**config.mk**
```make
export PLATFORM = sky130hd
export DESIGN_NAME = cfg_serial_loader
export DESIGN_NICKNAME = d
export VERILOG_FILES = /design/src/rtl/cfgl_pkg.sv /design/src/rtl/cfgl_tick.sv /design/src/rtl/cfgl_evcnt.sv /design/src/rtl/cfgl_shifter.sv /design/src/rtl/cfg_serial_loader.sv
export SDC_FILE = /design/constraint.sdc
export NUM_CORES = 1
export LEC_CHECK = 0
export ABC_AREA = 1
export ABC_CLOCK_PERIOD_IN_PS = 1650
export CORE_MARGIN = 4
export CORE_UTILIZATION = 45
export DETAILED_ROUTE_END_ITERATION = 7
export GPL_TIMING_DRIVEN = 0
export PLACE_DENSITY = 0.69
export SETUP_SLACK_MARGIN = 0.15
export SYNTH_ARGS = -nofsm -noshare
export SYNTH_HDL_FRONTEND = slang
export SYNTH_SLANG_ARGS = --single-unit
```
**constraint.sdc**
```tcl
create_clock -name clk -period 1.65 [get_ports clk]
set_clock_uncertainty 0.05 [all_clocks]
set_input_delay 0.2475 -clock clk [delete_from_list [all_inputs] [get_ports clk]]
set_output_delay 0.2475 -clock clk [all_outputs]
set_load 0.05 [all_outputs]
```
**src/rtl/cfgl_pkg.sv**
```systemverilog
package cfgl_pkg;

    typedef enum logic [2:0] {
        ST_IDLE,
        ST_PROG,
        ST_WAIT_INIT,
        ST_FETCH,
        ST_SHIFT_LO,
        ST_SHIFT_HI,
        ST_FLUSH_LO,
        ST_FLUSH_HI
    } cfgl_state_e;

    // Control strobes the sequencer hands to its datapath pieces each cycle.
    typedef struct packed {
        logic tick_clr;
        logic ev_clr;
        logic ev_inc;
        logic sh_clr;
        logic sh_load;
        logic sh_shift;
        logic rem_load;
        logic rem_dec;
    } cfgl_ctrl_t;

    // Registered pin and status values.
    typedef struct packed {
        logic prog;
        logic cclk;
        logic busy;
        logic success;
        logic error;
    } cfgl_pins_t;

    localparam cfgl_pins_t PINS_RESET = '{prog: 1'b1, cclk: 1'b0, busy: 1'b0,
                                          success: 1'b0, error: 1'b0};

    function automatic int cfgl_max(input int a, input int b);
        return (a > b) ? a : b;
    endfunction

endpackage

```
**src/rtl/cfgl_tick.sv**
```systemverilog
// Cycle counter: restarts on clear or when it reaches its programmed last count.
module cfgl_tick #(
    parameter int W = 4
) (
    input  logic         clk,
    input  logic         rst,
    input  logic         clr,
    input  logic [W-1:0] last,
    output logic         hit
);
    logic [W-1:0] cnt_q;

    assign hit = (cnt_q == last);

    always_ff @(posedge clk) begin
        if (rst || clr || hit) begin
            cnt_q <= '0;
        end else begin
            cnt_q <= cnt_q + 1'b1;
        end
    end
endmodule

```
**src/rtl/cfgl_evcnt.sv**
```systemverilog
// Event counter for init polls and trailing clock pulses.
module cfgl_evcnt #(
    parameter int W = 8
) (
    input  logic         clk,
    input  logic         rst,
    input  logic         clr,
    input  logic         inc,
    output logic [W-1:0] cnt
);
    always_ff @(posedge clk) begin
        if (rst || clr) begin
            cnt <= '0;
        end else if (inc) begin
            cnt <= cnt + 1'b1;
        end
    end
endmodule

```
**src/rtl/cfgl_shifter.sv**
```systemverilog
// Byte shifter: presents bit 7 first, moves one place per shift, flags bit 0.
module cfgl_shifter (
    input  logic       clk,
    input  logic       rst,
    input  logic       clr,
    input  logic       load,
    input  logic       shift,
    input  logic [7:0] din,
    output logic       bit_o,
    output logic       last_o
);
    logic [7:0] data_q;
    logic [2:0] idx_q;

    assign bit_o  = data_q[7];
    assign last_o = (idx_q == 3'd7);

    always_ff @(posedge clk) begin
        if (rst || clr) begin
            data_q <= '0;
            idx_q  <= '0;
        end else if (load) begin
            data_q <= din;
            idx_q  <= '0;
        end else if (shift) begin
            data_q <= {data_q[6:0], 1'b0};
            idx_q  <= idx_q + 3'd1;
        end
    end
endmodule

```
**src/rtl/cfg_serial_loader.sv**
```systemverilog
module cfg_serial_loader
    import cfgl_pkg::*;
#(
    parameter int LEN_W        = 16,
    parameter int PROG_LOW_CYC = 16,
    parameter int POLL_CYC     = 4,
    parameter int HALF_CYC     = 1,
    parameter int INIT_POLLS   = 100000,
    parameter int DONE_PULSES  = 100000
) (
    input  logic             clk,
    input  logic             rst,
    input  logic             start_i,
    input  logic [LEN_W-1:0] byte_len_i,
    input  logic [7:0]       byte_data_i,
    input  logic             byte_valid_i,
    input  logic             byte_err_i,
    output logic             byte_ready_o,
    input  logic             init_i,
    input  logic             done_i,
    output logic             prog_o,
    output logic             cclk_o,
    output logic             dout_o,
    output logic             busy_o,
    output logic             success_o,
    output logic             error_o
);
    localparam int TK_W = $clog2(cfgl_max(cfgl_max(PROG_LOW_CYC, POLL_CYC), HALF_CYC) + 1);
    localparam int EV_W = $clog2(cfgl_max(INIT_POLLS, DONE_PULSES) + 1);
    localparam logic [TK_W-1:0] PROG_LAST = TK_W'(PROG_LOW_CYC - 1);
    localparam logic [TK_W-1:0] POLL_LAST = TK_W'(POLL_CYC - 1);
    localparam logic [TK_W-1:0] HALF_LAST = TK_W'(HALF_CYC - 1);
    localparam logic [EV_W-1:0] INIT_LAST = EV_W'(INIT_POLLS - 1);
    localparam logic [EV_W-1:0] DONE_LIM  = EV_W'(DONE_PULSES);

    cfgl_state_e      st_q, st_n;
    cfgl_pins_t       pin_q, pin_n;
    cfgl_ctrl_t       ctl;
    logic [TK_W-1:0]  tick_last;
    logic             tick_hit;
    logic [EV_W-1:0]  ev_cnt;
    logic             sh_bit, sh_last;
    logic [LEN_W-1:0] rem_q;
    logic             rem_zero;

    assign rem_zero = (rem_q == '0);

    always_comb begin
        unique case (st_q)
            ST_PROG:      tick_last = PROG_LAST;
            ST_WAIT_INIT: tick_last = POLL_LAST;
            default:      tick_last = HALF_LAST;
        endcase
    end

    cfgl_tick #(.W(TK_W)) u_tick (
        .clk  (clk),
        .rst  (rst),
        .clr  (ctl.tick_clr),
        .last (tick_last),
        .hit  (tick_hit)
    );

    cfgl_evcnt #(.W(EV_W)) u_evcnt (
        .clk (clk),
        .rst (rst),
        .clr (ctl.ev_clr),
        .inc (ctl.ev_inc),
        .cnt (ev_cnt)
    );

    cfgl_shifter u_shift (
        .clk    (clk),
        .rst    (rst),
        .clr    (ctl.sh_clr),
        .load   (ctl.sh_load),
        .shift  (ctl.sh_shift),
        .din    (byte_data_i),
        .bit_o  (sh_bit),
        .last_o (sh_last)
    );

    // Sequencer: next state, next pin values and datapath strobes.
    always_comb begin
        st_n         = st_q;
        pin_n        = pin_q;
        ctl          = '0;
        ctl.tick_clr = (st_q == ST_IDLE) || (st_q == ST_FETCH);
        unique case (st_q)
            ST_IDLE: begin
                if (start_i) begin
                    st_n          = ST_PROG;
                    pin_n.prog    = 1'b0;
                    pin_n.cclk    = 1'b0;
                    pin_n.busy    = 1'b1;
                    pin_n.success = 1'b0;
                    pin_n.error   = 1'b0;
                    ctl.rem_load  = 1'b1;
                    ctl.sh_clr    = 1'b1;
                    ctl.ev_clr    = 1'b1;
                end
            end
            ST_PROG: begin
                if (tick_hit) begin
                    pin_n.prog = 1'b1;
                    st_n       = ST_WAIT_INIT;
                end
            end
            ST_WAIT_INIT: begin
                if (tick_hit) begin
                    if (init_i) begin
                        ctl.ev_clr = 1'b1;
                        st_n       = rem_zero ? ST_FLUSH_LO : ST_FETCH;
                    end else if (ev_cnt == INIT_LAST) begin
                        st_n        = ST_IDLE;
                        pin_n.busy  = 1'b0;
                        pin_n.cclk  = 1'b0;
                        pin_n.error = 1'b1;
                    end else begin
                        ctl.ev_inc = 1'b1;
                    end
                end
            end
            ST_FETCH: begin
                if (byte_err_i) begin
                    st_n        = ST_IDLE;
                    pin_n.busy  = 1'b0;
                    pin_n.cclk  = 1'b0;
                    pin_n.error = 1'b1;
                end else if (byte_valid_i) begin
                    ctl.sh_load = 1'b1;
                    ctl.rem_dec = 1'b1;
                    st_n        = ST_SHIFT_LO;
                end
            end
            ST_SHIFT_LO: begin
                if (tick_hit) begin
                    pin_n.cclk = 1'b1;
                    st_n       = ST_SHIFT_HI;
                end
            end
            ST_SHIFT_HI: begin
                if (tick_hit) begin
                    pin_n.cclk = 1'b0;
                    if (sh_last) begin
                        ctl.ev_clr = 1'b1;
                        st_n       = rem_zero ? ST_FLUSH_LO : ST_FETCH;
                    end else begin
                        ctl.sh_shift = 1'b1;
                        st_n         = ST_SHIFT_LO;
                    end
                end
            end
            ST_FLUSH_LO: begin
                if (tick_hit) begin
                    if (done_i) begin
                        st_n          = ST_IDLE;
                        pin_n.busy    = 1'b0;
                        pin_n.success = 1'b1;
                    end else if (ev_cnt == DONE_LIM) begin
                        st_n        = ST_IDLE;
                        pin_n.busy  = 1'b0;
                        pin_n.error = 1'b1;
                    end else begin
                        pin_n.cclk = 1'b1;
                        ctl.ev_inc = 1'b1;
                        st_n       = ST_FLUSH_HI;
                    end
                end
            end
            ST_FLUSH_HI: begin
                if (tick_hit) begin
                    pin_n.cclk = 1'b0;
                    st_n       = ST_FLUSH_LO;
                end
            end
            default: st_n = ST_IDLE;
        endcase
    end

    always_ff @(posedge clk) begin
        if (rst) begin
            st_q  <= ST_IDLE;
            pin_q <= PINS_RESET;
            rem_q <= '0;
        end else begin
            st_q  <= st_n;
            pin_q <= pin_n;
            if (ctl.rem_load) begin
                rem_q <= byte_len_i;
            end else if (ctl.rem_dec) begin
                rem_q <= rem_q - 1'b1;
            end
        end
    end

    assign byte_ready_o = (st_q == ST_FETCH);
    assign prog_o       = pin_q.prog;
    assign cclk_o       = pin_q.cclk;
    assign dout_o       = sh_bit;
    assign busy_o       = pin_q.busy;
    assign success_o    = pin_q.success;
    assign error_o      = pin_q.error;

endmodule

```
# After elaboration in Yosys (flattened, before gate mapping)
# Cells that the tools add are included.
totals:
  regBits: 57
  wordCells: 129
  output_inout_bits: 7
  in_bits: 31
op_classes:
  muxes: 64
  n_eq_ne: 29
  addsub: 4
  reduce_logical: 21
ops:
  columns: ["operator", "n"]
  rows:
  - ["$mux 3", 15]
  - ["$eq 17x17->1 const B", 2]
  - ["$mux 16", 2]
  - ["$mux 1", 29]
  - ["$pmux 3 s8", 1]
  - ["$reduce_and 9->1", 2]
  - ["$add 17x1->17 const B", 1]
  - ["$logic_not 16->1", 1]
  - ["$mux 8", 2]
  - ["$ne 2x2->1 const B", 8]
  - ["$sub 16x1->16 const B", 1]
  - ["$eq 3x3->1 const B", 5]
  - ["$ne 2x1->1 const B", 7]
  - ["$reduce_and 11->1", 1]
  - ["$mux 2", 5]
  - ["$ne 3x3->1 const B", 3]
  - ["$pmux 1 s4", 2]
  - ["$pmux 4 s2", 1]
  - ["$reduce_and 8->1", 1]
  - ["$reduce_bool 2->1", 4]
  - ["$eq 3x2->1 const B", 2]
  - ["$pmux 1 s2", 3]
  - ["$pmux 1 s6", 1]
  - ["$reduce_bool 6->1", 1]
  - ["other kinds (13)", 18]

# Longest topological paths before layout
depth:
  ltp_word: 7
  mapped_depth: 13
  depth_no_buf: 13

# Hierarchy
# From an unflattened synthesis, not the netlist that was laid out.
unflattened:
  cells_unflattened: 546
  hier_area_um2: 3494.6
by_module_without_submodules:
  columns: ["module", "seq_area_each_um2", "area_per_inst_um2", "cells_per_inst", "instances"]
  rows:
  - ["cfg_serial_loader", 480.5, 1821.7, 307, 1]
  - ["cfgl_evcnt", 340.3, 838.3, 121, 1]
  - ["cfgl_shifter", 220.2, 544.3, 75, 1]
  - ["cfgl_tick", 100.1, 290.3, 43, 1]

# Worst setup path before layout
# OpenSTA, ideal clock, no wires.
synth_path:
  path_type: "register to register"
  start: "reg u_evcnt.cnt[0]"
  end: "reg u_evcnt.cnt[6]"
  path_slack_ps: -31
  setup_time_ps: 70
  t_required_ps: 1530
  path_stages_with_launch: 13
  arrival_time_ps: 1561
  synth_period_minus_slack_ps: 1681
  n_path_buf: 1
  path_cell_list: "dfxtp_1 > ha_1 > nand2_1 > inv_1 > nand2_1 > nor2_1 > nand2_1 > nand3_1 > nand2_4 > nand2_4 > buf_4 > nand2_1 > a21oi_1"
synth_between:
  elab_chain_cells: 5
  word_cells_on_any_way: 10
  cone_classes: "add/sub (1); eq/ne (2); mux (7)"
synth_lines:
  columns: ["item", "line_no", "text"]
  rows:
  - ["start, declared", "cfgl_evcnt.sv:9", "output logic [W-1:0] cnt"]
  - ["start signal, assigned", "cfgl_evcnt.sv:15", "cnt <= cnt + 1'b1;"]
  - ["$eq 17x17->1 (on tied branches)", "cfg_serial_loader.sv:160, cfg_serial_loader.sv:114", null]
  - ["$mux 1 (on tied branches)", "cfg_serial_loader.sv:160, cfg_serial_loader.sv:114", null]
  - ["$mux 1 (on tied branches)", "cfg_serial_loader.sv:156, cfg_serial_loader.sv:111", null]
  - ["$mux 1 or $mux 2 (tied branches)", "cfg_serial_loader.sv:155, cfg_serial_loader.sv:110", null]
  - ["$pmux 1 s2", "cfg_serial_loader.sv:89", "unique case (st_q)"]
# Several ways; a longest one is shown, not always the timed one.
# A chain may end at the register's enable or synchronous reset.

# Worst setup path in the final report
layout_path:
  start: "reg st_q[2]"
  end: "reg u_evcnt.cnt[3]"
layout_between:
  elab_chain_cells: 6
  word_cells_on_any_way: 13
  cone_classes: "eq/ne (5); mux (6); reduce/logical (2)"
layout_lines:
  columns: ["item", "line_no", "text"]
  rows:
  - ["start, declared", "cfg_serial_loader.sv:36", "cfgl_state_e st_q, st_n;"]
  - ["start signal, assigned", "cfg_serial_loader.sv:187", "st_q <= st_n;"]
  - ["$eq 3x2->1 or $eq 3x1->1 (tied branches)", "cfg_serial_loader.sv:49, cfg_serial_loader.sv:89", null]
  - ["$pmux 4 s2", "cfg_serial_loader.sv:49", "unique case (st_q)"]
  - ["$eq 5x4->1", "cfgl_tick.sv:13", "assign hit = (cnt_q == last);"]
  - ["$mux 1 or $mux 2 (tied branches)", "cfg_serial_loader.sv:143, cfg_serial_loader.sv:110", null]
  - ["$pmux 1 s3", "cfg_serial_loader.sv:89", null]
  - ["$logic_or 1x1->1", "cfgl_evcnt.sv:12", "if (rst || clr) begin"]
# Several ways; a longest one is shown, not always the timed one.

==> impl_metrics.ini <==
[status]
status = finished, violations left
violations = negative setup slack

[floorplan]
fp.dieArea_mm2 = 0.00919
dieWidth_um = 95.9
io_pins = 38
core_mm2 = 0.00737
die_h_um = 95.9
rows = 31
initial_core_util_pct = 47.2

[synthesis]
synth_flop_cell = dfxtp_1
synth-seq-area-share_pct = 32.8
syn_area_mm2 = 0.00348
synthAdderAreaFrac_pct = 2.16
avgSynthCellArea_um2 = 6.46
syn_inst = 538
ys_ff_latch = 57
synth_edf_count = 0
ys_types = 37
yosys.area_share.simple_pct = 37.3
synth_mux_area_share_pct = 0
ys.warnings.count = 0
synth_top_family_by_area = simple AND/OR/NAND/NOR gates
synth_compound_area_share_pct = 13.6
syn-num-nets = 575
synthArstFlopShare_pct = 0
synthXorXnorAreaFrac_pct = 5.29

[sta]
fin_ws_ns = -0.115
rsz0062_at_grt = yes
holdWs_ns = 0.402
period_needed_ns = 1.76
tightest_slew_ns = 0.357
fmax_mhz = 567
slew_headroom_pct = 76.1
min_period_over_period_pct = 107
finalSetupViolCount = 27
drv_slew = 0
hold_viol_final = 0

[critical_path]
r2r_end = u_evcnt.cnt[3]
critical_path.top_delay_family = simple AND/OR/NAND/NOR gates
critPathMaxFanout = 7
crit_buf_inv = 3
rrSetupSlack_ns = -0.11
worstPathRequired_ns = 1.84
crit_path_start_kind = register
slowest_stage = dfxtp_4
crit_path_end_kind = register
reg2regPathDepth = 10
critPathMostFrequentCell = nand2_2
crit_chain = inv_6 -> nand3_4 -> nand2_2 -> nand2_2 -> nor2_4 -> nand2_4 -> buf_12 -> o21ai_4 -> buf_6 -> a21oi_1
slowest_delay_ns = 0.36
reg2reg_from = st_q[2]
path_class = register to register
cp_data_arrival_time_ns = 1.95

[flow_run]
max_cap_viol_count = 0

[drt]
wl_per_cell_um = 14.7
ant_nets = 0
wl_um = 11100
drtIter0Drc = 265
drt-vias-per-instance = 5.36
drc_errors = 0
via_count = 4034
drt-pass1-iter-count = 6

[place]
place_area_mm2 = 0.00406
dpl.hpwl_um = 6350
portBuffers = 37
placed_cells = 674
place.gp.congestion = 0.932

[worst_hold_path]
holdPathEnd = success_o
hold_depth = 2
min_from = success_o
min_path_type = register to register

[cells_and_area]
area_delta_synth_final_pct = 53.1
fin_cells = 752
drive_above_1_share_pct = 36.8
layout_common_cells = 110 x nand2_1, 56 x nor2_1, 47 x inv_1, 46 x buf_4, 41 x dfxtp_1
n_fill_cell = 552
multi_input_area_mm2 = 0.00255
register_area_mm2 = 0.00118
antenna_cells = 0
final_common_cell = nand2_1
nets = 685
final_area_mm2 = 0.00532

[cts]
root_buffer = clkbuf_8
htree_levels = 3
clock_latency_ns = 0.34
path_clk_slew_ns = 0.07
cts_buffers = 9
cts.sinks = 57
cts_tree = yes
cts_max_path_buffers = 2

[global_routing]
grt_pass1_wl_um = 16800
antenna_found_initial = 0
grt_max_degree = 11
grt_pass1_vias = 3791
grt-ovfl-total = 0
grt_use_total_pct = 23.2

[power_and_ir_drop]
irDropWorstVdd_mv = 0.865
power.leakage_nw = 2.19
cellPowerDensity_mw_per_mm2 = 1640
## through the flow
step                      power [mW]  util, %  setup TNS (ns)  setup WS (ns)
after floorplan                 4.50        -               0         0.0624
after global placement          5.22     55.1          -10.24         -0.285
after detailed placement        5.28     55.1          -11.06         -0.289
after CTS                       7.50     65.7          -0.881        -0.0560
after global routing            9.34     72.2           -5.74         -0.239
final                           8.75     72.2           -2.30         -0.115
## cells by family after synthesis
logic type	count (synthesis)
xor+xnor	21
flops	57
simple gates	295
buf+inv	74
compound gates	85
fa+ha+maj	6
## metal layers
| layer | part of all wire [%] | GRT usage, % | vias up |
|---|---|---|---|
| met1 | 41 | 28.4 | 1885 |
| met2 | 50 | 38.4 | 139 |
| met5 | 0 | 0 | - |
| li1 | - | - | 1968 |
| met3 | 6.0 | 4.61 | 42 |
| met4 | 2.9 | 12.0 | 0 |
## synth_stat cells (6+ instances only)
master / count / share of area [%]
dfxtp_1: 57 / 33
xor2_1: 12 / 3.0
xnor2_1: 9 / 2.3
o21ai_0: 23 / 3.3
a21oi_1: 38 / 5.5
nand3_1: 47 / 6.8
nor2_1: 79 / 8.5
ha_1: 6 / 2.2
nand2_1: 136 / 15
o21a_1: 6 / 1.3
clkbuf_1: 6 / 0.65
o22ai_1: 7 / 1.3
inv_1: 56 / 6.0
## flip-flops by register name, indices dropped and copies added (netlist names)
register and count:
busy_o 1, cclk_o 1, error_o 1, prog_o 1
rem_q 16, st_q 3, success_o 1, u_evcnt.cnt 17
u_shift.data_q 8, u_shift.idx_q 3, u_tick.cnt_q 5
## cell type report
type                            instances  share of cell area (%)
Multi-Input combinational cell        408                    47.9
Sequential cell                        57                    22.1
Timing Repair Buffer                   97                    16.7
Inverter                               62                    4.84
Clock buffer                           11                    3.06
Tap cell                               99                    2.33
Buffer                                 12                    2.30
Clock inverter                          5                   0.517
Timing Repair inverter                  1                   0.141
## worst max path at each step
stage                     from              to  slack [ns]  depth (start not counted)
2_1_floorplan  u_tick.cnt_q[3]  u_evcnt.cnt[6]        0.06                         10
3_3_place_gp           st_q[0]         error_o       -0.28                          7
3_5_place_dp           st_q[0]         error_o       -0.29                          7
4_1_cts                st_q[1]  u_evcnt.cnt[0]       -0.06                         10
5_1_grt                st_q[1]          busy_o       -0.24                          9
6_report               st_q[2]  u_evcnt.cnt[3]       -0.11                         10
## worst reg2reg max path: stages, from the launching register on
cell     delay [ns]
dfxtp_4        0.36
inv_6          0.09
nand3_4        0.12
nand2_2        0.08
nand2_2        0.06
nor2_4         0.17
nand2_4        0.14
buf_12         0.15
o21ai_4        0.20
buf_6          0.18
a21oi_1        0.05
## timing repair
item                                    in CTS  in global routing
resized for setup                          115                105
cloned                                       5                  1
hold buffers                                 0                  0
setup buffers                               34                 22
endpoints found under the setup margin      62                 63
pin swaps                                   17                 29
## report_power, final
group / switching [mW] / internal, mW / leakage [nW] / total [mW]
Combinational: 3.18 / 2.32 / 1.62 / 5.50
Sequential: 0.310 / 1.67 / 0.472 / 1.98
Clock: 0.604 / 0.666 / 0.100 / 1.27
Power figures use the tool's default switching activity.
